[src/rtl/lcd_pkg.sv]
package lcd_pkg;
  localparam int PAT_W   = 16;
  localparam int PHASE_W = $clog2(PAT_W);
  localparam int LEN_W   = PHASE_W + 1;

  typedef struct packed {
    logic step;     // qualified bit consumed, phase advances
    logic slip;     // too many mismatches, phase held, window restarts
    logic passWin;  // window finished within the error allowance
  } lcdStrobe_t;

  function automatic logic [LEN_W-1:0] decodeLen(input logic [2:0] sel);
    case (sel)
      3'b001:  return LEN_W'(3);
      3'b010:  return LEN_W'(5);
      3'b011:  return LEN_W'(6);
      3'b100:  return LEN_W'(7);
      default: return LEN_W'(PAT_W);
    endcase
  endfunction
endpackage

[src/rtl/lcd_match_ctrl.sv]
module lcd_match_ctrl
  import lcd_pkg::*;
#(
  parameter int WINDOW_BITS = 74112,
  parameter int ERR_LIMIT   = 1482
) (
  input  logic       clk,
  input  logic       rst,
  input  logic       bitEn,
  input  logic       mismatch,
  output lcdStrobe_t stb
);
  localparam int CNT_W = $clog2(WINDOW_BITS);
  localparam int ERR_W = $clog2(ERR_LIMIT + 2);

  logic [CNT_W-1:0] bitCnt;
  logic [ERR_W-1:0] errCnt;
  logic [ERR_W-1:0] errNext;
  logic             overLimit;
  logic             lastBit;

  always_comb begin
    errNext     = errCnt + ERR_W'(mismatch);
    overLimit   = bitEn && (errNext > ERR_W'(ERR_LIMIT));
    lastBit     = bitEn && (bitCnt == CNT_W'(WINDOW_BITS - 1));
    stb.step    = bitEn && !overLimit;
    stb.slip    = overLimit;
    stb.passWin = lastBit && !overLimit;
  end

  always_ff @(posedge clk) begin
    if (rst) begin
      bitCnt <= '0;
      errCnt <= '0;
    end else if (overLimit || lastBit) begin
      bitCnt <= '0;
      errCnt <= '0;
    end else if (bitEn) begin
      bitCnt <= bitCnt + 1'b1;
      errCnt <= errNext;
    end
  end

  AST_ERR_BOUND: assert property (@(posedge clk) disable iff (rst)
    errCnt <= ERR_W'(ERR_LIMIT));
  AST_WIN_BOUND: assert property (@(posedge clk) disable iff (rst)
    bitCnt <= CNT_W'(WINDOW_BITS - 1));
  AST_IDLE_HOLD: assert property (@(posedge clk) disable iff (rst)
    !bitEn |=> ($stable(bitCnt) && $stable(errCnt)));
  AST_RESET_CLEAR: assert property (@(posedge clk)
    rst |=> (bitCnt == '0 && errCnt == '0));
endmodule

[src/rtl/lcd_match_path.sv]
module lcd_match_path
  import lcd_pkg::*;
(
  input  logic             clk,
  input  logic             rst,
  input  logic             rxBit,
  input  logic [PAT_W-1:0] codeDef,
  input  logic [2:0]       lenSel,
  input  logic             clr,
  input  lcdStrobe_t       stb,
  output logic             mismatch,
  output logic             flag
);
  logic [PHASE_W-1:0] phase;
  logic [LEN_W-1:0]   patLen;
  logic               expBit;
  logic               wrapNow;

  always_comb begin
    patLen   = decodeLen(lenSel);
    expBit   = codeDef[PHASE_W'(PAT_W - 1) - phase];
    mismatch = rxBit ^ expBit;
    wrapNow  = ({1'b0, phase} >= patLen - 1'b1);
  end

  always_ff @(posedge clk) begin
    if (rst) begin
      phase <= '0;
    end else if (stb.step) begin
      phase <= wrapNow ? '0 : phase + 1'b1;
    end
  end

  always_ff @(posedge clk) begin
    if (rst) begin
      flag <= 1'b0;
    end else if (stb.passWin) begin
      flag <= 1'b1;
    end else if (clr) begin
      flag <= 1'b0;
    end
  end

  AST_PHASE_RANGE: assert property (@(posedge clk) disable iff (rst)
    ($stable(lenSel) && ({1'b0, $past(phase)} < $past(patLen)))
      |-> ({1'b0, phase} < patLen));
  AST_SLIP_HOLD: assert property (@(posedge clk) disable iff (rst)
    stb.slip |=> $stable(phase));
  AST_FLAG_STICKY: assert property (@(posedge clk) disable iff (rst)
    (flag && !clr) |=> flag);
  AST_FLAG_CLEAR: assert property (@(posedge clk) disable iff (rst)
    (clr && !stb.passWin) |=> !flag);
endmodule

[src/rtl/dual_loop_code_detector.sv]
module dual_loop_code_detector
  import lcd_pkg::*;
#(
  parameter int WINDOW_BITS = 74112,
  parameter int ERR_LIMIT   = WINDOW_BITS / 50
) (
  input  logic        clk,
  input  logic        rst,
  input  logic        bitEn,
  input  logic        rxBit,
  input  logic [15:0] upCode,
  input  logic [2:0]  upLenSel,
  input  logic [15:0] dnCode,
  input  logic [2:0]  dnLenSel,
  input  logic        upClr,
  input  logic        dnClr,
  output logic        upFlag,
  output logic        dnFlag
);
  localparam int NUM_CODES = 2;

  logic [NUM_CODES-1:0][PAT_W-1:0] codeDefs;
  logic [NUM_CODES-1:0][2:0]       lenSels;
  logic [NUM_CODES-1:0]            clrs;
  logic [NUM_CODES-1:0]            flags;

  assign codeDefs = {dnCode, upCode};
  assign lenSels  = {dnLenSel, upLenSel};
  assign clrs     = {dnClr, upClr};
  assign upFlag   = flags[0];
  assign dnFlag   = flags[1];

  for (genvar gi = 0; gi < NUM_CODES; gi++) begin : gMatch
    lcdStrobe_t stb;
    logic       mismatch;

    lcd_match_ctrl #(
      .WINDOW_BITS(WINDOW_BITS),
      .ERR_LIMIT  (ERR_LIMIT)
    ) uCtrl (
      .clk     (clk),
      .rst     (rst),
      .bitEn   (bitEn),
      .mismatch(mismatch),
      .stb     (stb)
    );

    lcd_match_path uPath (
      .clk     (clk),
      .rst     (rst),
      .rxBit   (rxBit),
      .codeDef (codeDefs[gi]),
      .lenSel  (lenSels[gi]),
      .clr     (clrs[gi]),
      .stb     (stb),
      .mismatch(mismatch),
      .flag    (flags[gi])
    );

    AST_FLAG_RISE: assert property (@(posedge clk) disable iff (rst)
      $rose(flags[gi]) |-> $past(bitEn));
  end
endmodule

[config.mk]
export PLATFORM = sky130hd
export DESIGN_NAME = dual_loop_code_detector
export DESIGN_NICKNAME = d
export VERILOG_FILES = /design/src/rtl/lcd_pkg.sv /design/src/rtl/lcd_match_ctrl.sv /design/src/rtl/lcd_match_path.sv /design/src/rtl/dual_loop_code_detector.sv
export SDC_FILE = /design/constraint.sdc
export NUM_CORES = 1
export LEC_CHECK = 0
export BUFFER_PORTS_ARGS = -buffer_cell sky130_fd_sc_hd__buf_2
export CAP_MARGIN = 30
export CORE_MARGIN = 2
export CORE_UTILIZATION = 55
export CTS_CLUSTER_SIZE = 25
export DETAILED_ROUTE_END_ITERATION = 10
export HOLD_SLACK_MARGIN = 0.03
export PLACE_DENSITY = 0.84
export SKIP_CTS_REPAIR_TIMING = 1
export SYNTH_ARGS = -nofsm -noshare
export SYNTH_HDL_FRONTEND = slang
export SYNTH_HIERARCHICAL = 1
export SYNTH_SLANG_ARGS = --single-unit
[constraint.sdc]
create_clock -name clk -period 5.7 [get_ports clk]
set_input_delay 0.57 -clock clk [delete_from_list [all_inputs] [get_ports clk]]
set_output_delay 0.57 -clock clk [all_outputs]
set_load 0.01 [all_outputs]
==> flow_results.org <==
** Cells and area
- The number of antenna diodes in the final layout is 0.
- Cell Count, Final, Fillers Out :: 647
- The library cell used most frequently in the layout, excluding fill and tap cells, is sky130_fd_sc_hd__dfxtp_1.
- The post-route netlist has around 15% of its cells at a drive strength greater than 1.
- Final nets :: 605
- Highest-count cells in the layout ignoring fill and taps :: sky130_fd_sc_hd__dfxtp_1, sky130_fd_sc_hd__nor2_1, sky130_fd_sc_hd__nand2_1
- Relative to the synthesized area, the layout overhead comes to 11.61%.

** Floorplan
- Initial standard-cell utilization of the core :: a little under three fifths
- The die covers 8378 um2.
- The total area inside the core boundary comes to 7331 um2.
- Y dimension of the die :: 91.53 um
- The die is about 92 um wide.
- I/O pins :: 46
- Placement row count :: 31

** Yosys
- Synthesis produced 512 cells.
- Cell area after synthesis :: 4214 um2
- Counting every net in the synthesized netlist gives 574.
- Average cell area after synthesis :: 8.231 um2
- Yosys printed 6 warnings.

** Route
- Dividing the detail-routed via count by the number of cells gives 5.981.
- After detailed routing, the number of remaining DRC violations is 0.
- Mean routed wirelength per cell :: between 10 and 15 um
- The first detailed-routing pass ran for 5 iterations.
- The count of nets left with antenna violations once routing finished came out at 0.
- The detailed router finished its first iteration with 356 violations.
- Wire length after detailed routing :: 9037 um
- Via count :: 3,870

** STA
- Unrepaired setup endpoints after global routing :: no
- Based on the critical path, the design can be clocked at up to 209.8 MHz.
- For the final database, setup skew stands at around 0.014 ns.
- In this run the tightest slew margin relative to its limit is 46.10%.
- Part of the cycle the worst path needs :: a little over four fifths
- Setup violators final :: 0
- At the pin with the least slew margin, the transition time is 0.8074 ns.
- Final Hold Violating Endpoints :: 0
- Min Clock Period, post-route :: 4.765 ns
- Setup total negative slack on the finished layout was measured at 0 ns.
- Number of max-slew violations in the final report :: 0

** Pwr
- In this run, the clock network consumes 47.3% of the power.
- Of the total power, combinational logic draws 10.5%.
- The share of total power dissipated in sequential elements is 42.2%.
- Across the VDD grid, the largest voltage drop is 0.0001550 V.
- Power Dens Cells :: 242.4 nW/um2
- Design internal power :: 874.4 uW
- Switch share :: 23.29%
- Leakage :: approximately 1.8 nW
- Switching power total :: 265.5 uW

** Setup path
- Worst Path Max Fanout :: 21
- Category of the critical setup timing path :: reg -> reg
- Kind of start point of the critical path :: register
- For this design, the slowest cell found on the critical path is sky130_fd_sc_hd__o32a_1.
- At the worst endpoint, the required time is 5.94 ns.
- In this run the register-to-register setup slack is between 0.9 and 1 ns.
- On the worst path, the slowest cell contributes a delay of about 0.6 ns.
- Number of cells on the worst reg-to-reg path :: 15
- Worst Path Buf+Inv :: 0
- Arrival time at the worst endpoint :: 5.00 ns
- In this run the critical register-to-register path is captured at gMatch[1].uPath/phase[3]$_SDFFE_PP0P_.
- The worst register-to-register path begins at gMatch[1].uPath/phase[1]$_SDFFE_PP0P_.
- The critical path goes through mux4_2, and2_1, a211oi_2, a21oi_1, xor2_1, ha_1, ha_1, and3_1, and4_1, o221ai_1, o32a_1, and2_1, nand3_1, o21ai_0, a2111oi_1.
- STA classifies the critical path endpoint as a register.
- Cell class contributing the biggest share of worst-path delay :: compound AO/OA/AOI/OAI gates

** Clock tree
- H-tree level count :: 3
- CTS Buffer Depth :: 2
- After clock tree synthesis, the clock-pin slew on the worst setup and hold paths is 0.08 ns.
- TritonCTS Buffers :: 9
- The later pin in the worst-skew pair is clocked with a latency of about 0.36 ns.
- CTS tree :: yes
- Clock tree synthesis found a total of 66 sinks.
- Root buffer cell :: sky130_fd_sc_hd__clkbuf_8

** Worst hold path
- Endpoint of the worst hold-timing path :: gMatch[1].uCtrl/errCnt[0]$_SDFFE_PP0P_
- The tightest min-delay check is of the reg -> reg type.
- Counting instances, the worst hold path has a depth of 2.
- Source of the worst hold timing path :: gMatch[1].uCtrl/errCnt[0]$_SDFFE_PP0P_

** GRT
- All-layer global routing usage :: 22.14%
- Largest net degree at the start of global routing :: 33
- The first global-routing pass estimated 15,460 um of wire.
- The initial antenna violation count was 0.
- Global routing finished with a remaining overflow of 0.
- The via count of the first global-routing pass is roughly 3,600.

** Run
- Across the run, the number of max-cap violations was 0.

** Placement
- Summed over all nets, the half-perimeter wirelength after detailed placement is about 6200 um.
- Number of input and output port buffers inserted :: 45
- The congestion estimate from routability-driven global placement came to between 0.9 and 1.
- Once placement completed, the tool counted placed cells totaling 631.

** Outcome
- The flow ran to the end, and the final reports show no timing, DRC or antenna violations.
state kept, by name (all words and copies together) (netlist names):
| register | cells |
|---|---|
| gMatch.uPath/flag | 2 |
| gMatch.uCtrl/errCnt | 22 |
| gMatch.uPath/phase | 8 |
| gMatch.uCtrl/bitCnt | 34 |
layout make-up:
| class | instances | area [um2] |
|---|---|---|
| Multi-Input combinational cell | 400 | 2675 |
| Fill cell | 615 | 2628 |
| Sequential cell | 66 | 1321 |
| Timing Repair Buffer | 46 | 232.7 |
| Clock buffer | 10 | 137.6 |
| Clock inverter | 6 | 137.6 |
| Tap cell | 99 | 123.9 |
| Inverter | 20 | 75.07 |
how the worst max path moves through the flow:
stage | end | cells past startpoint | start
floorplan | gMatch[0].uPath/phase[1]$_SDFFE_PP0P_ | 17 | upCode[5]
detailed placement | gMatch[1].uPath/phase[3]$_SDFFE_PP0P_ | 16 | dnCode[5]
CTS | gMatch[1].uPath/phase[3]$_SDFFE_PP0P_ | 15 | gMatch[1].uPath/phase[1]$_SDFFE_PP0P_
global placement | gMatch[1].uPath/phase[1]$_SDFFE_PP0P_ | 15 | dnCode[5]
global route | gMatch[1].uPath/phase[2]$_SDFFE_PP0P_ | 14 | gMatch[1].uPath/phase[1]$_SDFFE_PP0P_
finish | gMatch[1].uPath/phase[3]$_SDFFE_PP0P_ | 15 | gMatch[1].uPath/phase[1]$_SDFFE_PP0P_
worst reg2reg max path, stage by stage, from the launching register on:
cell and delay (ns):
sky130_fd_sc_hd__dfxtp_1 0.51, sky130_fd_sc_hd__mux4_2 0.54, sky130_fd_sc_hd__and2_1 0.18, sky130_fd_sc_hd__a211oi_2 0.19, sky130_fd_sc_hd__a21oi_1 0.07, sky130_fd_sc_hd__xor2_1 0.17, sky130_fd_sc_hd__ha_1 0.30, sky130_fd_sc_hd__ha_1 0.44
sky130_fd_sc_hd__and3_1 0.34, sky130_fd_sc_hd__and4_1 0.27, sky130_fd_sc_hd__o221ai_1 0.12, sky130_fd_sc_hd__o32a_1 0.59, sky130_fd_sc_hd__and2_1 0.40, sky130_fd_sc_hd__nand3_1 0.10, sky130_fd_sc_hd__o21ai_0 0.08, sky130_fd_sc_hd__a2111oi_1 0.36
routing by layer:
metal	share of wire [%]	track usage, %
met2	46	35.72
met5	0	0
met1	47	28.13
met3	6.2	5.062
met4	1.4	9.848
power by group through the flow:
stage               registers, mW  logic, mW  clock network, mW
floorplan                   0.488     0.0861                  0
global placement            0.491      0.112                  0
detailed placement          0.492      0.118                  0
CTS                         0.481      0.120              0.549
global route                0.483      0.133              0.567
finish                      0.481      0.119              0.540
metrics by stage:
stage                     utilization (%)  cell area, um2  worst slack, ns  power (mW)  hold WS, ns
after floorplan                         -            4214            1.607      0.5744       0.4448
after global placement              60.40            4428            1.081      0.6033       0.4558
after detailed placement            60.40            4428           0.9209      0.6093       0.4630
after CTS                           64.16            4703           0.9549       1.149       0.4752
after global routing                64.16            4703           0.5643       1.182       0.4934
final                               64.16            4703           0.9347       1.140       0.4768
Power figures use the tool's default switching activity.
